<file path="src/rtl/irqc_pkg.sv">
package irqc_pkg;
    localparam int NLVL   = 32;
    localparam int IDX_W  = $clog2(NLVL);
    localparam int LVL_W  = IDX_W + 1;
    localparam int PRI_W  = 5;
    localparam int SW_LO  = 1;
    localparam int SW_HI  = 16;
    localparam int EXT_LO = 16;
    localparam int EXT_HI = 31;

    typedef logic [NLVL-1:0]  lvl_mask_t;
    typedef logic [PRI_W-1:0] pri_t;

    typedef struct packed {
        pri_t      pri;
        lvl_mask_t sum;
    } eval_t;

    function automatic pri_t sw_pri(input int i);
        return pri_t'(i - SW_LO + 1);
    endfunction
endpackage

</file>
<file path="src/rtl/irqc_level_store.sv">
module irqc_level_store
    import irqc_pkg::*;
#(
    parameter int NUM_SRC   = 16,
    parameter int SRC_IDX_W = $clog2(NUM_SRC) + 1
) (
    input  logic                 clk,
    input  logic                 rst,
    input  logic                 post_en,
    input  logic [LVL_W-1:0]     post_level,
    input  logic [SRC_IDX_W-1:0] post_src,
    input  logic                 clr_en,
    input  logic [LVL_W-1:0]     clr_level,
    input  logic [SRC_IDX_W-1:0] clr_src,
    input  logic                 clr_all,
    input  logic [IDX_W-1:0]     rd_level,
    output logic [NUM_SRC-1:0]   rd_vec,
    output lvl_mask_t            status
);
    logic post_ok, clr_ok;
    logic [NUM_SRC-1:0] post_bit, clr_bit;
    logic [NUM_SRC-1:0] vec_all [NLVL];

    assign post_ok  = post_en && (post_level < LVL_W'(NLVL)) && (post_src < SRC_IDX_W'(NUM_SRC));
    assign clr_ok   = clr_en && (clr_level < LVL_W'(NLVL)) && (clr_src < SRC_IDX_W'(NUM_SRC));
    assign post_bit = post_ok ? (NUM_SRC'(1) << post_src) : '0;
    assign clr_bit  = clr_ok ? (NUM_SRC'(1) << clr_src) : '0;

    for (genvar g = 0; g < NLVL; g++) begin : g_lvl
        logic               post_hit, clr_hit, st_q;
        logic [NUM_SRC-1:0] vec_q, vec_nxt;

        assign post_hit = post_ok && (post_level == LVL_W'(g));
        assign clr_hit  = clr_ok && (clr_level == LVL_W'(g));
        // clear mask applied after the post mask: clear wins on the same bit
        assign vec_nxt  = (vec_q | (post_hit ? post_bit : '0)) & ~(clr_hit ? clr_bit : '0);

        always_ff @(posedge clk) begin
            if (rst || clr_all) begin
                vec_q <= '0;
                st_q  <= 1'b0;
            end else begin
                vec_q <= vec_nxt;
                st_q  <= (st_q | post_hit) & ~(clr_hit && (vec_nxt == '0));
            end
        end

        assign status[g]  = st_q;
        assign vec_all[g] = vec_q;
    end

    assign rd_vec = vec_all[rd_level];
endmodule

</file>
<file path="src/rtl/irqc_prio_eval.sv">
module irqc_prio_eval
    import irqc_pkg::*;
(
    input  lvl_mask_t  sw_req,
    input  lvl_mask_t  status,
    input  logic [1:0] pc_low,
    input  pri_t       cur_ipl,
    output eval_t      ev,
    output logic       irq
);
    logic any_pend;
    assign any_pend = |status;

    always_comb begin
        ev = '0;
        for (int i = SW_LO; i < SW_HI; i++) begin
            if (sw_req[i]) begin
                ev.pri    = sw_pri(i);
                ev.sum[i] = 1'b1;
            end
        end
        if (any_pend) begin
            for (int i = EXT_LO; i < EXT_HI; i++) begin
                if (status[i]) begin
                    ev.pri    = pri_t'(i);
                    ev.sum[i] = 1'b1;
                end
            end
        end
    end

    assign irq = any_pend && (pc_low == 2'b00) && (ev.pri != '0) && (ev.pri > cur_ipl);
endmodule

</file>
<file path="src/rtl/irqc_ack_latch.sv">
module irqc_ack_latch
    import irqc_pkg::*;
(
    input  logic      clk,
    input  logic      rst,
    input  logic      irq,
    input  eval_t     ev,
    input  logic      ack,
    output logic      info_valid,
    output lvl_mask_t isr_out,
    output pri_t      intid_out
);
    eval_t held;

    always_ff @(posedge clk) begin
        if (rst) begin
            held       <= '0;
            info_valid <= 1'b0;
            isr_out    <= '0;
            intid_out  <= '0;
        end else if (ack && info_valid) begin
            isr_out    <= held.sum;
            intid_out  <= held.pri;
            info_valid <= 1'b0;
        end else if (irq) begin
            held       <= ev;
            info_valid <= 1'b1;
        end
    end
endmodule

</file>
<file path="src/rtl/irqc_top.sv">
module irqc_top
    import irqc_pkg::*;
#(
    parameter int NUM_SRC = 16,
    parameter int PC_W    = 32,
    localparam int SRC_IDX_W = $clog2(NUM_SRC) + 1
) (
    input  logic                 clk,
    input  logic                 rst,
    input  logic                 post_en,
    input  logic [LVL_W-1:0]     post_level,
    input  logic [SRC_IDX_W-1:0] post_src,
    input  logic                 clr_en,
    input  logic [LVL_W-1:0]     clr_level,
    input  logic [SRC_IDX_W-1:0] clr_src,
    input  logic                 clr_all,
    input  logic [NLVL-1:0]      sw_req,
    input  logic [PRI_W-1:0]     cur_ipl,
    input  logic [PC_W-1:0]      pc,
    input  logic                 ack,
    input  logic [IDX_W-1:0]     rd_level,
    output logic [NUM_SRC-1:0]   rd_vec,
    output logic [NLVL-1:0]      lvl_status,
    output logic [PRI_W-1:0]     pend_pri,
    output logic [NLVL-1:0]      pend_sum,
    output logic                 irq,
    output logic                 info_valid,
    output logic [NLVL-1:0]      isr_out,
    output logic [PRI_W-1:0]     intid_out
);
    eval_t ev;

    irqc_level_store #(.NUM_SRC(NUM_SRC), .SRC_IDX_W(SRC_IDX_W)) u_store (
        .clk(clk), .rst(rst),
        .post_en(post_en), .post_level(post_level), .post_src(post_src),
        .clr_en(clr_en), .clr_level(clr_level), .clr_src(clr_src),
        .clr_all(clr_all), .rd_level(rd_level), .rd_vec(rd_vec),
        .status(lvl_status)
    );

    irqc_prio_eval u_eval (
        .sw_req(sw_req), .status(lvl_status), .pc_low(pc[1:0]),
        .cur_ipl(cur_ipl), .ev(ev), .irq(irq)
    );

    irqc_ack_latch u_ack (
        .clk(clk), .rst(rst), .irq(irq), .ev(ev), .ack(ack),
        .info_valid(info_valid), .isr_out(isr_out), .intid_out(intid_out)
    );

    assign pend_pri = ev.pri;
    assign pend_sum = ev.sum;
endmodule

</file>
<file path="config.mk">
export PLATFORM = sky130hd
export DESIGN_NAME = irqc_top
export DESIGN_NICKNAME = d
export VERILOG_FILES = /design/src/rtl/irqc_pkg.sv /design/src/rtl/irqc_level_store.sv /design/src/rtl/irqc_prio_eval.sv /design/src/rtl/irqc_ack_latch.sv /design/src/rtl/irqc_top.sv
export SDC_FILE = /design/constraint.sdc
export NUM_CORES = 2
export LEC_CHECK = 0
export BUFFER_PORTS_ARGS = -buffer_cell sky130_fd_sc_hd__clkbuf_2
export CORE_ASPECT_RATIO = 0.9
export CORE_MARGIN = 1
export CORE_UTILIZATION = 49
export DETAILED_ROUTE_END_ITERATION = 10
export PLACE_DENSITY = 0.78
export SYNTH_ARGS = -nofsm -noshare
export SYNTH_HDL_FRONTEND = slang
export SYNTH_HIERARCHICAL = 1
export SYNTH_SLANG_ARGS = --single-unit
</file>
<file path="constraint.sdc">
create_clock -name clk -period 9.5 [get_ports clk]
set_clock_uncertainty 0.15 [all_clocks]
set_input_delay 0.95 -clock clk [delete_from_list [all_inputs] [get_ports clk]]
set_output_delay 0.95 -clock clk [all_outputs]
set_load 0.01 [all_outputs]
</file>
* Word-level counts from Yosys, hierarchy flattened
Index checks and enable logic that the tools add are counted.
** Word-level totals
- Flip-flop bits (word level) :: 615
- Memory bits (writable) :: 0
- Memory bits (read-only) :: 0
- Output and inout port bits :: 124
- Logic and storage cells :: 608
- Memories :: 0
- Input bits :: 102
- Latch bits :: 0
** Cells by class
- Multiply operators :: 0
- Div/mod/pow operators :: 0
- Order comparisons :: 6
- Add/subtract/negate cells :: 0
- Shifts and indexed selects :: 2
- Equal/unequal tests :: 62
- Muxes and demuxes :: 131
- Reductions and logical operators :: 144
- Bitwise gates (word level) :: 194
** Operators with widths (number)
- 2-to-1 mux 16 bit :: 68
- bitwise AND 16 bit :: 32
- logical NOT 16 bit :: 32
- inverter 16 bit :: 32
- bitwise OR 16 bit :: 32
- equality test 6 x 5 -> 1 bit, second input constant :: 32
- logical AND 1 bit :: 104
- equality test 6 x 4 -> 1 bit, second input constant :: 16
- binary-select mux 16 bit (select 5 bit) :: 1
- 2-to-1 mux 5 bit :: 16
- equality test 6 x 3 -> 1 bit, second input constant :: 8
- inverter 1 bit :: 33
- bitwise AND 1 bit :: 32
- 2-to-1 mux 4 bit :: 8
- bitwise OR 1 bit :: 32
- OR reduction 32 bit :: 1
- left shift 1 x 5 -> 16 bit, first input constant :: 2
- 2-to-1 mux 1 bit :: 31
- equality test 6 x 2 -> 1 bit, second input constant :: 4
- 2-to-1 mux 15 bit :: 1
- equality test 6 x 1 -> 1 bit, second input constant :: 2
- logical NOT 6 bit :: 2
- less-than comparator 6 bit, second input constant :: 2
- 2-to-1 mux 3 bit :: 4
- 10 further kinds :: 12

* Longest topological paths before layout
- Word-level depth :: 35
- Mapped depth :: 18
- Depth with buffers taken out :: 15

* Modules after synthesis
The synthesis kept the hierarchy.
** By module, submodules not included
- irqc_level_store :: sequential area each 10890.4 um2, times used 1, area each 28997.8 um2, cells an instance 3038
- irqc_ack_latch :: sequential area each 1501.4 um2, times used 1, area each 3261.9 um2, cells an instance 332
- irqc_prio_eval :: sequential area each 0.0 um2, times used 1, area each 747.0 um2, cells an instance 120

* Worst setup path before layout
Ideal clock, no wire load.
- Path kind :: in2out
- Start :: input port sw_req[2]
- End :: output port irq
- Arrival :: 3.642 ns
- Path slack :: 4.758 ns
- Path buffers :: 0
- Required time :: 8.400 ns
- Stages :: 11
- Cell sequence :: nand2b_1 -> a221oi_2 -> o22ai_1 -> or4b_4 -> a2111o_1 -> and3_1 -> ha_1 -> and3_1 -> a311o_1 -> a211oi_1 -> o41a_1
** On the way
- Longest elaborated chain between the ends :: 33
- Elaborated cells on any way between the ends :: 34
- Classes of those cells :: 1 x order compare; 30 x mux; 3 x reduce/logical
** Ends and longest elaborated chain
- start: declaration :: RTL line irqc_top.sv:17 : input logic [NLVL-1:0] sw_req,
- 2-to-1 mux 2 bit * (2 in series) :: RTL line irqc_prio_eval.sv:17 : if (sw_req[i]) begin
- 2-to-1 mux 3 bit * (4 in series) :: RTL line irqc_prio_eval.sv:17
- 2-to-1 mux 4 bit * (8 in series) :: RTL line irqc_prio_eval.sv:17
- 2-to-1 mux 5 bit (15 in series) :: RTL line irqc_prio_eval.sv:24 : if (status[i]) begin
- 2-to-1 mux 5 bit * :: RTL line irqc_prio_eval.sv:22 : if (any_pend) begin
- parallel branches: the longest is 2 deep, another holds greater-than comparator 5 bit
- logical AND 1 bit * :: RTL line irqc_prio_eval.sv:32 : assign irq = any_pend && (pc_low == 2'b00) && (ev.pri != '0) && (ev.pri > cur_ipl);
- end: declaration :: RTL line irqc_top.sv:26 : output logic irq,
Mark *: on every way between the ends.

* Final worst setup path
Ends and elaborated chain as after synthesis.

==> results.sh <==
export IMPL_dr_pass1_iters=8
export IMPL_crit_required_ns=8.40
export IMPL_grt_total_usage_pct=32.3
export IMPL_synth_cell_types=62
export IMPL_floorplan_initialDensity_pct=50.0
export IMPL_ant_nets=0
export IMPL_worst_slew_pin_slew_ns=1.37
export IMPL_cts_tree="built"
export IMPL_layout_drive_gt1_share_pct=20.6
export IMPL_slew_headroom_pct=8.79
export IMPL_std_cell_rows=89
export IMPL_synth_yosys_warnings=6
export IMPL_leakagePower_uw=0.0123
export IMPL_die_h_um=248
export IMPL_setup_viol=0
export IMPL_synth_ff_type="dfxtp_1"
export IMPL_postPlaceCellArea_um2=33600
export IMPL_boundaryPins=226
export IMPL_setup_ws_ns=4.17
export IMPL_dp_cells=4107
export IMPL_hold_slack_ns=0.322
export IMPL_overflow=0
export IMPL_drtIter0Drc=5322
export IMPL_viasPerCell=7.28
export IMPL_power_density_nw_per_um2=157
export IMPL_met3_usage_pct=13.0
export IMPL_status="finished clean"
export IMPL_numCtsBuffers=67
export IMPL_fin_crit_sh_pct=56.2
export IMPL_design_area_um2=35900
export IMPL_route_detailed_drc=0
export IMPL_wirelength_mm=114
export IMPL_peakVddDrop_v=0.000125
export IMPL_grt_pass1_wl_mm=172
export IMPL_worstSkewPairLatency_ns=0.62
export IMPL_gp_routability_congestion=0.952
export IMPL_crit_type="in -> out"
export IMPL_hold_viol=0
export IMPL_dp_slack_ns=3.92
export IMPL_layout_nets=3419
export IMPL_coreArea_um2=66000
export IMPL_grt_pass1_vias=28300
export IMPL_drv_cap=0
export IMPL_syn_inst=3490
export IMPL_clock_sinks=619
export IMPL_worstSetupStartpointType="primary input"
export IMPL_hold_class="reg -> reg"
export IMPL_path_clk_slew_ns=0.06
export IMPL_clock_root_buffer="clkbuf_16"
export IMPL_avgSynthCellArea_um2=9.46
export IMPL_die_x_um=276
export IMPL_met2_usage_pct=45.8
export IMPL_async_reset_ff_share_pct=0
export IMPL_holdBufCountCts=0
export IMPL_wire_per_inst_um=26.8
export IMPL_stdcell_count=4235
export IMPL_grt_busiest_layer="met2"
export IMPL_cts_resized=0
export IMPL_final_setup_tns_ns=0
export IMPL_cts_setup_buffers=0
export IMPL_path_max_fanout=4
export IMPL_drv_slew=0
export IMPL_dieArea_um2=68400
export IMPL_vias=30800
export IMPL_io_buffer_count=176
export IMPL_clock_path_buffers=3
export IMPL_use_met1_pct=43.8
export IMPL_grt_max_degree=219
export IMPL_antenna_found_initial=10
export IMPL_worstPathArrival_ns=4.23
export IMPL_synth_edf_count=0
export IMPL_crit_path_end_kind="output pin"
export IMPL_period_needed_ns=5.33
export IMPL_rsz0062_at_grt="false"
export IMPL_area_growth_pct=8.81
export IMPL_synth_area_um2=33000
export IMPL_cts_max_level=3
export IMPL_max_freq_mhz=187
export IMPL_yosysSeqAreaShare_pct=37.5
export IMPL_synth_seq_cells=619
export IMPL_dpl_hpwl_mm=69.2
per-stage QoR:
step | total power [uW] | util, %
after floorplan | 2870 | -
after global placement | 2950 | 50.9
after detailed placement | 2950 | 50.9
after CTS | 5630 | 54.4
after global routing | 5750 | 54.4
final | 5630 | 54.4
area by class of cell:
type	count	area, um^2
multi-input cells	2314	18400
clock buffers	100	2020
fillers	5744	30100
well taps	864	1080
flip-flops and latches	619	12400
clock inverters	21	244
diodes	7	17.5
inverters	42	158
repair buffers	268	1620
cell usage in the layout, fill, tap and decap left out, drive strengths merged, types with 5 or more instances in the layout:
| cell type | n |
|---|---|
| mux4 | 160 |
| a41oi | 412 |
| and4 | 32 |
| and3 | 5 |
| a211oi | 259 |
| nand2 | 72 |
| a21bo | 37 |
| o21ai | 39 |
| mux2i | 37 |
| nor4b | 5 |
| clkbuf | 275 |
| or4 | 33 |
| nand3 | 42 |
| a31oi | 6 |
| a21oi | 232 |
| nor4 | 77 |
| nor2 | 341 |
| nor3 | 50 |
| and2 | 163 |
| nand2b | 80 |
| o22ai | 128 |
| clkinv | 10 |
| nor4bb | 5 |
| buf | 93 |
| or3 | 5 |
| dfxtp | 619 |
| o221ai | 32 |
| mux2 | 16 |
| diode | 7 |
| ha | 5 |
| inv | 48 |
power breakdown:
| part | internal (uW) | switching [uW] |
|---|---|---|
| Combinational | 75.5 | 237 |
| Clock | 1590 | 1130 |
| Sequential | 2600 | 0.830 |
| Total | 4260 | 1370 |
worst max-delay path, stage by stage:
cell and delay [ns]:
clkbuf_2 0.12, nand2b_1 0.16, a221oi_2 0.25, o22ai_1 0.18
or4b_4 0.53, a2111o_1 0.43, and3_1 0.16, ha_1 0.27
and3_1 0.16, a311o_1 0.35, a211oi_1 0.25, o41a_1 0.25
clkbuf_2 0.18
synth_stat cells (30+ instances only):
master | count | area (um^2)
buf_1 | 69 | 259
mux2i_1 | 37 | 370
nor4_1 | 43 | 269
o221ai_1 | 32 | 280
dfxtp_1 | 619 | 12400
or4_1 | 33 | 248
o22ai_1 | 128 | 801
a21bo_2 | 37 | 370
nor3_2 | 30 | 300
a41oi_1 | 412 | 3610
buf_4 | 52 | 390
clkbuf_1 | 279 | 1050
nand2_1 | 72 | 270
a21oi_1 | 232 | 1160
o21ai_0 | 39 | 195
buf_2 | 109 | 546
and2_1 | 161 | 1010
a211oi_1 | 259 | 1940
nor4_2 | 32 | 400
inv_1 | 42 | 158
mux4_2 | 160 | 3600
nor2_1 | 341 | 1280
and4_1 | 32 | 280
nand2b_1 | 80 | 500
nand3_1 | 42 | 210
path summary, 6_finish.rpt:
| path | to | cells past startpoint | slack, ns | from |
|---|---|---|---|---|
| worst max-delay path | irq | 13 | 4.17 | sw_req[2] |
| worst min-delay path | u_ack/isr_out[27]$_SDFFE_PP0P_ | 2 | 0.32 | u_ack/held[27]$_SDFFE_PP0P_ |
| worst max register to register | u_ack/held[36]$_SDFFE_PP0P_ | 13 | 4.48 | u_store/g_lvl[16].st_q$_SDFF_PP0_ |
| worst min register to register | u_ack/isr_out[27]$_SDFFE_PP0P_ | 2 | 0.32 | u_ack/held[27]$_SDFFE_PP0P_ |
logic make-up after synthesis:
kind of cell,after synthesis,share of synthesized area [%]
simple gates,936,16.3
other cells,1,0.0114
flops,619,37.5
fa+ha+maj,5,0.190
mux,213,12.6
compound gates,1158,25.8
buf+inv,558,7.51
state kept, by name, indices dropped and copies added (netlist names):
register,flops
u_store/g_lvl.vec_q,512
u_ack/intid_out,5
u_ack/isr_out,32
u_ack/held,37
u_ack/info_valid,1
u_store/g_lvl.st_q,32
per-layer routing:
layer / routed length [um] / vias to the layer above / share of wire (%)
li1: - / 13200 / -
met4: 4620 / 14 / 4.1
met3: 18400 / 388 / 16
met5: 83 / - / 0.073
met1: 43100 / 14800 / 38
met2: 47400 / 2401 / 42
No activity file was read; power rests on OpenSTA's default activity.
